## src/rtl/trap_pkg.sv

```systemverilog
package trap_pkg;
    localparam int CTL_W       = 8;
    localparam int CTL_MODE    = 7;
    localparam int CTL_TRK_WR  = 6;
    localparam int CTL_TRK_RD  = 5;
    localparam int IO_MASK_W   = 5;
    localparam int MEM_MASK_W  = 7;
    localparam int MEM_LSB     = 9;

    localparam int IDX_BASE0   = 0;
    localparam int IDX_CTL0    = 4;
    localparam int IDX_STAT    = 8;
    localparam int IDX_SWSMI   = 9;

    typedef enum logic {
        SMI_IDLE = 1'b0,
        SMI_FIRE = 1'b1
    } smi_state_e;
endpackage

```

## src/rtl/trap_window.sv

```systemverilog
module trap_window
    import trap_pkg::*;
#(
    parameter int ADDR_W = 16
) (
    input  logic              bus_vld,
    input  logic              bus_mem,
    input  logic              bus_wr,
    input  logic [ADDR_W-1:0] bus_addr,
    input  logic [ADDR_W-1:0] base,
    input  logic [CTL_W-1:0]  ctl,
    output logic              hit
);
    logic [ADDR_W-1:0] io_care;
    logic [ADDR_W-1:0] mem_care;
    logic [ADDR_W-1:0] care;
    logic [ADDR_W-1:0] diff;
    logic              dir_ok;

    for (genvar b = 0; b < ADDR_W; b++) begin : g_care
        if (b < IO_MASK_W) begin : g_io_m
            assign io_care[b] = ~ctl[b];
        end else begin : g_io_f
            assign io_care[b] = 1'b1;
        end
        if (b < MEM_LSB) begin : g_mem_lo
            assign mem_care[b] = 1'b0;
        end else if (b < MEM_LSB + MEM_MASK_W) begin : g_mem_m
            assign mem_care[b] = ~ctl[b-MEM_LSB];
        end else begin : g_mem_hi
            assign mem_care[b] = 1'b1;
        end
    end

    always_comb begin
        diff   = bus_addr ^ base;
        care   = ctl[CTL_MODE] ? mem_care : io_care;
        dir_ok = ctl[CTL_MODE] ? bus_mem
                               : (!bus_mem && (bus_wr ? ctl[CTL_TRK_WR] : ctl[CTL_TRK_RD]));
        hit    = bus_vld && dir_ok && ((diff & care) == '0);
    end
endmodule

```

## src/rtl/trap_regs.sv

```systemverilog
module trap_regs
    import trap_pkg::*;
#(
    parameter int NUM_DEV = 3,
    parameter int ADDR_W  = 16,
    parameter int SEL_W   = 4
) (
    input  logic                       clk,
    input  logic                       rst_n,
    input  logic                       cfg_we,
    input  logic [SEL_W-1:0]           cfg_sel,
    input  logic [ADDR_W-1:0]          cfg_wdata,
    input  logic [NUM_DEV-1:0]         hit_vec,
    output logic [NUM_DEV*ADDR_W-1:0]  base_flat,
    output logic [NUM_DEV*CTL_W-1:0]   ctl_flat,
    output logic [NUM_DEV-1:0]         status,
    output logic                       sw_fire,
    output logic [ADDR_W-1:0]          cfg_rdata
);
    logic [ADDR_W-1:0]  base_q [NUM_DEV];
    logic [CTL_W-1:0]   ctl_q  [NUM_DEV];
    logic [NUM_DEV-1:0] stat_q;
    logic [NUM_DEV-1:0] clr_vec;

    for (genvar g = 0; g < NUM_DEV; g++) begin : g_dev
        always_ff @(posedge clk) begin
            if (!rst_n) begin
                base_q[g] <= '0;
                ctl_q[g]  <= '0;
            end else if (cfg_we) begin
                if (cfg_sel == SEL_W'(IDX_BASE0 + g)) base_q[g] <= cfg_wdata;
                if (cfg_sel == SEL_W'(IDX_CTL0 + g))  ctl_q[g]  <= cfg_wdata[CTL_W-1:0];
            end
        end
        assign base_flat[g*ADDR_W +: ADDR_W] = base_q[g];
        assign ctl_flat[g*CTL_W +: CTL_W]    = ctl_q[g];
    end

    always_comb begin
        clr_vec = (cfg_we && cfg_sel == SEL_W'(IDX_STAT)) ? cfg_wdata[NUM_DEV-1:0] : '0;
        sw_fire = cfg_we && (cfg_sel == SEL_W'(IDX_SWSMI));
    end

    always_ff @(posedge clk) begin
        if (!rst_n) stat_q <= '0;
        else        stat_q <= hit_vec | (stat_q & ~clr_vec);
    end
    assign status = stat_q;

    always_comb begin
        cfg_rdata = '0;
        for (int i = 0; i < NUM_DEV; i++) begin
            if (cfg_sel == SEL_W'(IDX_BASE0 + i)) cfg_rdata = base_q[i];
            if (cfg_sel == SEL_W'(IDX_CTL0 + i))  cfg_rdata = ADDR_W'(ctl_q[i]);
        end
        if (cfg_sel == SEL_W'(IDX_STAT)) cfg_rdata = ADDR_W'(stat_q);
    end
endmodule

```

## src/rtl/trap_smi_fsm.sv

```systemverilog
module trap_smi_fsm
    import trap_pkg::*;
(
    input  logic clk,
    input  logic rst_n,
    input  logic trap_any,
    input  logic sw_fire,
    output logic smi_o
);
    smi_state_e state_q, state_d;

    always_comb begin
        state_d = state_q;
        unique case (state_q)
            SMI_IDLE: if (trap_any || sw_fire) state_d = SMI_FIRE;
            SMI_FIRE: state_d = (trap_any || sw_fire) ? SMI_FIRE : SMI_IDLE;
            default:  state_d = SMI_IDLE;
        endcase
    end

    always_ff @(posedge clk) begin
        if (!rst_n) state_q <= SMI_IDLE;
        else        state_q <= state_d;
    end

    always_comb begin
        smi_o = (state_q == SMI_FIRE);
    end
endmodule

```

## src/rtl/trap_decoder.sv

```systemverilog
module trap_decoder
    import trap_pkg::*;
#(
    parameter int NUM_DEV = 3,
    parameter int ADDR_W  = 16,
    parameter int SEL_W   = 4
) (
    input  logic               clk,
    input  logic               rst_n,
    input  logic               bus_vld,
    input  logic               bus_mem,
    input  logic               bus_wr,
    input  logic [ADDR_W-1:0]  bus_addr,
    input  logic               cfg_we,
    input  logic [SEL_W-1:0]   cfg_sel,
    input  logic [ADDR_W-1:0]  cfg_wdata,
    output logic [ADDR_W-1:0]  cfg_rdata,
    output logic [NUM_DEV-1:0] dev_hit,
    output logic               smi_req
);
    logic [NUM_DEV*ADDR_W-1:0] base_flat;
    logic [NUM_DEV*CTL_W-1:0]  ctl_flat;
    logic [NUM_DEV-1:0]        hit_vec;
    logic                      sw_fire;

    trap_regs #(.NUM_DEV(NUM_DEV), .ADDR_W(ADDR_W), .SEL_W(SEL_W)) u_regs (
        .clk(clk), .rst_n(rst_n), .cfg_we(cfg_we), .cfg_sel(cfg_sel),
        .cfg_wdata(cfg_wdata), .hit_vec(hit_vec), .base_flat(base_flat),
        .ctl_flat(ctl_flat), .status(dev_hit), .sw_fire(sw_fire),
        .cfg_rdata(cfg_rdata)
    );

    for (genvar g = 0; g < NUM_DEV; g++) begin : g_win
        trap_window #(.ADDR_W(ADDR_W)) u_win (
            .bus_vld(bus_vld), .bus_mem(bus_mem), .bus_wr(bus_wr),
            .bus_addr(bus_addr), .base(base_flat[g*ADDR_W +: ADDR_W]),
            .ctl(ctl_flat[g*CTL_W +: CTL_W]), .hit(hit_vec[g])
        );
    end

    trap_smi_fsm u_fsm (
        .clk(clk), .rst_n(rst_n), .trap_any(|hit_vec),
        .sw_fire(sw_fire), .smi_o(smi_req)
    );
endmodule

```

## config.mk

```make
export PLATFORM = sky130hd
export DESIGN_NAME = trap_decoder
export DESIGN_NICKNAME = d
export VERILOG_FILES = /design/src/rtl/trap_pkg.sv /design/src/rtl/trap_window.sv /design/src/rtl/trap_regs.sv /design/src/rtl/trap_smi_fsm.sv /design/src/rtl/trap_decoder.sv
export SDC_FILE = /design/constraint.sdc
export NUM_CORES = 1
export LEC_CHECK = 0
export BUFFER_PORTS_ARGS = -buffer_cell sky130_fd_sc_hd__buf_2
export CAP_MARGIN = 0
export CORE_ASPECT_RATIO = 1.75
export CORE_MARGIN = 2
export CORE_UTILIZATION = 40
export CTS_CLUSTER_DIAMETER = 100
export CTS_CLUSTER_SIZE = 40
export DETAILED_ROUTE_END_ITERATION = 10
export PLACE_DENSITY = 0.68
export RECOVER_POWER = 50
export SLEW_MARGIN = 20
export SYNTH_ARGS = -nofsm -noshare
export SYNTH_HDL_FRONTEND = slang
export SYNTH_SLANG_ARGS = --single-unit
```

## constraint.sdc

```tcl
create_clock -name clk -period 3.4 [get_ports clk]
set_input_delay 0.68 -clock clk [delete_from_list [all_inputs] [get_ports clk]]
set_output_delay 0.68 -clock clk [all_outputs]
set_load 0.05 [all_outputs]
```

**Word-level counts from Yosys, hierarchy flattened**

Memory sizes are Yosys's and may differ from the RTL's.
Index checks and enable logic that the tools add are counted.

- Register bits after elaboration: 4
- Bits in writable memories: 72
- Output and inout port bits: 20
- Memories: 2

Memory list:

| memory | depth | width | read ports | clocked after Yosys merged registers in | write ports | line | text |
|---|---|---|---|---|---|---|---|
| u_regs.base_q | 3 | 16 | 3 | 0 | 3 | trap_regs.sv:20 | `logic [ADDR_W-1:0] base_q [NUM_DEV];` |
| u_regs.ctl_q | 3 | 8 | 3 | 0 | 3 | trap_regs.sv:21 | `logic [CTL_W-1:0] ctl_q [NUM_DEV];` |

- Equal/unequal tests: 7
- Muxes and demuxes: 49
- Bitwise operators: 36
- Reductions and logical operators: 18

Operators by type and width:

| cell | count |
|---|---|
| 16-bit 2-to-1 mux | 13 |
| 16-bit bitwise AND | 3 |
| 16-bit zero test | 3 |
| 16-bit bitwise XOR | 3 |
| 1-bit 2-to-1 mux | 32 |
| 8-bit 2-to-1 mux | 3 |
| 1-bit inverter | 21 |
| 4-bit by 3-bit equality test with 1-bit output (second input constant) | 3 |
| 1-bit logical AND | 11 |
| 4-bit equality test (second input constant) | 2 |
| 1-bit bitwise OR | 6 |
| 4-bit by 1-bit equality test with 1-bit output (second input constant) | 1 |
| 4-bit by 2-bit equality test with 1-bit output (second input constant) | 1 |
| 4-bit zero test | 1 |
| 3-bit bitwise AND | 1 |
| 3-bit 2-to-1 mux | 1 |
| 3-bit inverter | 1 |
| 3-bit bitwise OR | 1 |
| 3-bit OR reduction | 1 |
| 1-bit zero test | 1 |
| 1-bit logical OR | 1 |

**Depth between registers and ports, before layout**

An unclocked memory read counts as a cell.

- Word-level depth: 9
- Depth in mapped cells: 7
- Depth with buffers taken out: 6

**By module**

Synthesis repeated with hierarchy kept, for this count alone.

- Cells, all modules: 402
- Area total of the unflattened synthesis: 4443.0 um2

By module, submodules not included:

| module | instances | cells an instance | area an instance (um2) | sequential area each (um2) |
|---|---|---|---|---|
| trap_regs | 1 | 294 | 3621.0 | 2222.1 |
| trap_window | 3 | 35 | 262.8 | 0.0 |
| trap_smi_fsm | 1 | 2 | 27.5 | 20.0 |
| trap_decoder | 1 | 1 | 6.3 | 0.0 |

**Worst setup path after synthesis**

Ideal clock, no wire load.

- Path type: input to output
- Start point: input cfg_sel[1]
- End point: output cfg_rdata[5]
- Arrival: 2627 ps
- Setup slack: 93 ps
- Stages: 6
- Cells stage by stage: buf_2 -> nor2b_1 -> nor2b_1 -> clkbuf_1 -> a221oi_1 -> o21ai_0

- Longest elaborated chain between the ends: 8
- Elaborated cells on any way between the ends: 14

RTL lines:

| element | line | text |
|---|---|---|
| start, declared | trap_decoder.sv:15 | `input logic [SEL_W-1:0] cfg_sel,` |
| 4-bit zero test | trap_regs.sv:53 | `if (cfg_sel == SEL_W'(IDX_BASE0 + i)) cfg_rdata = base_q[i];` |
| 16-bit 2-to-1 mux | trap_regs.sv:53 |  |
| 16-bit 2-to-1 mux | trap_regs.sv:54 | `if (cfg_sel == SEL_W'(IDX_CTL0 + i)) cfg_rdata = ADDR_W'(ctl_q[i]);` |
| 16-bit 2-to-1 mux | trap_regs.sv:53 |  |
| 16-bit 2-to-1 mux | trap_regs.sv:54 |  |
| 16-bit 2-to-1 mux | trap_regs.sv:53 |  |
| 16-bit 2-to-1 mux | trap_regs.sv:54 |  |
| 16-bit 2-to-1 mux * | trap_regs.sv:56 | `if (cfg_sel == SEL_W'(IDX_STAT)) cfg_rdata = ADDR_W'(stat_q);` |
| end, declared | trap_decoder.sv:17 | `output logic [ADDR_W-1:0] cfg_rdata,` |

Every way passes the cells marked *; elsewhere a longest branch is shown, timed or not.

**Worst setup path after layout**

- Start point: input cfg_sel[0]
- End point: output cfg_rdata[3]

The elaborated chain is that of the path after synthesis.

==> flow_metrics.py <==
metrics = {
    "outcome": {
        "status": "complete, no violations",
    },
    "logic_synthesis": {
        "synth_edf_count": 72,
        "netlist_area_mm2": 0.004318,
        "synth_area_leaders": "edfxtp_1 50%, and2_1 11%, xnor2_1 7.1%, a21oi_1 3.0%, nor2_1 2.6%",
        "yosysTopAreaCellShare_pct": 50.07,
        "netlist_top_cells_count": "73 x and2_1, 72 x edfxtp_1, 35 x xnor2_1",
        "ys.flop_type": "edfxtp_1",
        "yosysMostFrequentCell": "and2_1",
        "synthCells": 394,
        "synthArstFlopShare_pct": 0,
        "synth_nets": 436,
        "synth-seq-cells": 76,
        "synth.largest_area_cell": "edfxtp_1",
        "yosys_warnings": 0,
        "ys_seq_area_share_pct": 51.93,
        "synth.distinct_cells": 48,
        "syn_avg_cell_area_um2": 10.96,
    },
    "final_layout": {
        "drive_gt1_share_pct": 17.20,
        "finalInstanceArea_mm2": 0.004987,
        "utilization_pct": 46.89,
        "nets": 502,
        "area_growth_pct": 15.50,
        "diodes": 0,
    },
    "place": {
        "hpwl_um": 10310,
        "pre_cts_ws_ns": 0.4557,
        "gp_congestion": 0.9621,
        "place_area_mm2": 0.004770,
        "place.port_buffers": 61,
    },
    "clocking": {
        "clock_sinks": 76,
        "postCtsSetupRepairBufs": 0,
        "insertion_delay_ns": 0.33,
        "cts_tree": "built",
        "clockBufferDepth": 2,
        "clkTransAtPathRegs_ns": 0.05,
        "postCtsHoldBufs": 0,
        "cts-resized-gates": 0,
        "cts_buffers": 9,
        "clockRootBuffer": "clkbuf_16",
        "htreeDepth": 3,
    },
    "sta": {
        "fin_ws_ns": 0.3298,
        "timing.fmax_mhz": 325.7,
        "whs_ns": 0.6464,
        "fin_crit_ns": 3.070,
        "min_period_over_period_pct": 90.30,
        "setup_tns_ns": 0,
        "drv_slew": 0,
        "rsz0062_at_grt": "no",
        "tightest_slew_ns": 1.163,
        "skew_ns": 0.004805,
        "hold_viol": 0,
        "relSlewSlack_pct": 22.49,
        "finalSetupViolations": 0,
    },
    "power": {
        "power_leakage_uw": 0.001844,
        "switching_power_uw": 610.2,
        "p_per_area_mw_per_mm2": 460.3,
        "p_clk_share_pct": 35.9,
        "peakVddDrop_v": 0.0003392,
        "p_int_uw": 1686,
        "p_sw_share_pct": 26.58,
        "seqPwrFrac_pct": 49.8,
        "combPwrFrac_pct": 14.3,
    },
    "grt": {
        "grt_first_pass_wirelength_um": 19690,
        "top_usage_layer": "met2",
        "grt_use_met2_pct": 40.96,
        "grt_max_degree": 17,
        "grt_use_met1_pct": 25.68,
        "grt_pass1_vias": 3465,
        "grtUsageMet3_pct": 3.435,
        "grt_use_total_pct": 23.78,
        "grt_overflow": 0,
        "antenna_found_initial": 0,
    },
    "detailed_routing": {
        "ant_nets": 0,
        "vias": 3395,
        "firstDrtPassIters": 5,
        "routed_wl_um": 13330,
        "drt_iter0_drc": 323,
        "wl_per_cell_um": 22.40,
        "drc": 0,
        "viasPerCell": 5.706,
    },
    "run": {
        "maxCapViolCount": 0,
    },
    "worst_hold_path": {
        "min_path_type": "in2reg",
    },
    "critical_path": {
        "critPathRequiredTime_ns": 2.72,
        "crit_type": "in2out",
        "critPathCaptureType": "primary output",
        "crit_fanout": 14,
        "arrival_ns": 2.39,
        "critPathLaunchType": "primary input",
    },
    "floorplanning": {
        "start_util_pct": 40.60,
        "die_h_um": 141.4,
        "core_area_mm2": 0.01064,
        "ios": 62,
        "num_rows": 50,
        "die_area_mm2": 0.01167,
        "die_w_um": 82.54,
    },
}
-- logic make-up after synthesis --
group	share of synthesized area, %
simple gates	21.53
flops	51.93
mux	3.593
buf+inv	2.550
xor+xnor	8.925
compound gates	11.48
-- state kept, by name, summed over array words and instances, names as in the netlist --
register / flops
u_regs.ctl_q: 24
u_regs.base_q: 48
u_fsm.smi_o: 1
u_regs.status: 3
-- final cells by class --
type	instances	area (um2)
Fill cell	1030	5648
Multi-Input combinational cell	298	1956
Timing Repair Buffer	72	362.8
Inverter	3	11.26
Clock inverter	4	16.27
Clock buffer	12	236.5
Sequential cell	76	2242
Tap cell	130	162.7
-- per-stage QoR --
| stage | total power (uW) | instances |
|---|---|---|
| final | 2296 | 595 |
| after global routing | 2364 | 595 |
| after CTS | 2299 | 595 |
| after detailed placement | 1489 | 579 |
| after global placement | 1485 | 579 |
| after floorplan | 1346 | 394 |
-- final timing paths --
path | startpoint | end | slack, ns | cells past startpoint
worst max-delay path | cfg_sel[0] | cfg_rdata[3] | 0.33 | 7
worst min-delay path | cfg_wdata[8] | u_regs.base_q[0][8] | 0.65 | 2
worst max register to register | u_regs.ctl_q[2][7] | u_fsm.smi_o | 1.26 | 6
worst min register to register | u_regs.status[1] | u_regs.status[1] | 0.65 | 2
-- power by group through the flow --
stage          Combinational [uW]  Sequential, uW  Clock, uW
3_5_place_dp                  329            1160          0
3_3_place_gp                  327            1160          0
4_1_cts                       331            1140        828
6_report                      328            1140        825
2_1_floorplan                 215            1130          0
5_1_grt                       351            1150        867
-- routing by layer --
layer  routed length [um]  vias to the layer above
met3                  776                       62
met2                 6930                      190
met5                    0                        -
met4                  947                        0
met1                 4675                     1585
li1                     -                     1558
-- worst max-delay path, stage by stage --
cell	delay [ns]
buf_2	0.31
nand2b_1	0.29
nor2_1	0.08
clkbuf_1	0.25
a221oi_1	0.39
o31ai_1	0.15
buf_2	0.24
-- placed cells by master, fill, tap and decap left out, types with 3 or more instances in the layout --
master and instances:
edfxtp_1 72, and2_1 60, buf_2 56, xnor2_1 35
nor2_1 30, a21oi_1 26, nand2_1 19, and2_0 13
clkbuf_1 13, o21ai_0 12, mux2i_1 11, xor2_1 9
clkbuf_16 9, o22ai_1 8, nor2b_1 6, a221oi_1 6
and3_1 6, nor4_1 6, buf_4 6, a22oi_1 5
mux2_2 4, nor3_1 4, dfxtp_1 4, nand2b_1 3
inv_1 3, a22o_1 3, nand3_1 3, a21boi_0 3
o21a_1 3, clkinv_1 3
Note: power is estimated with default switching activity, not from simulation.
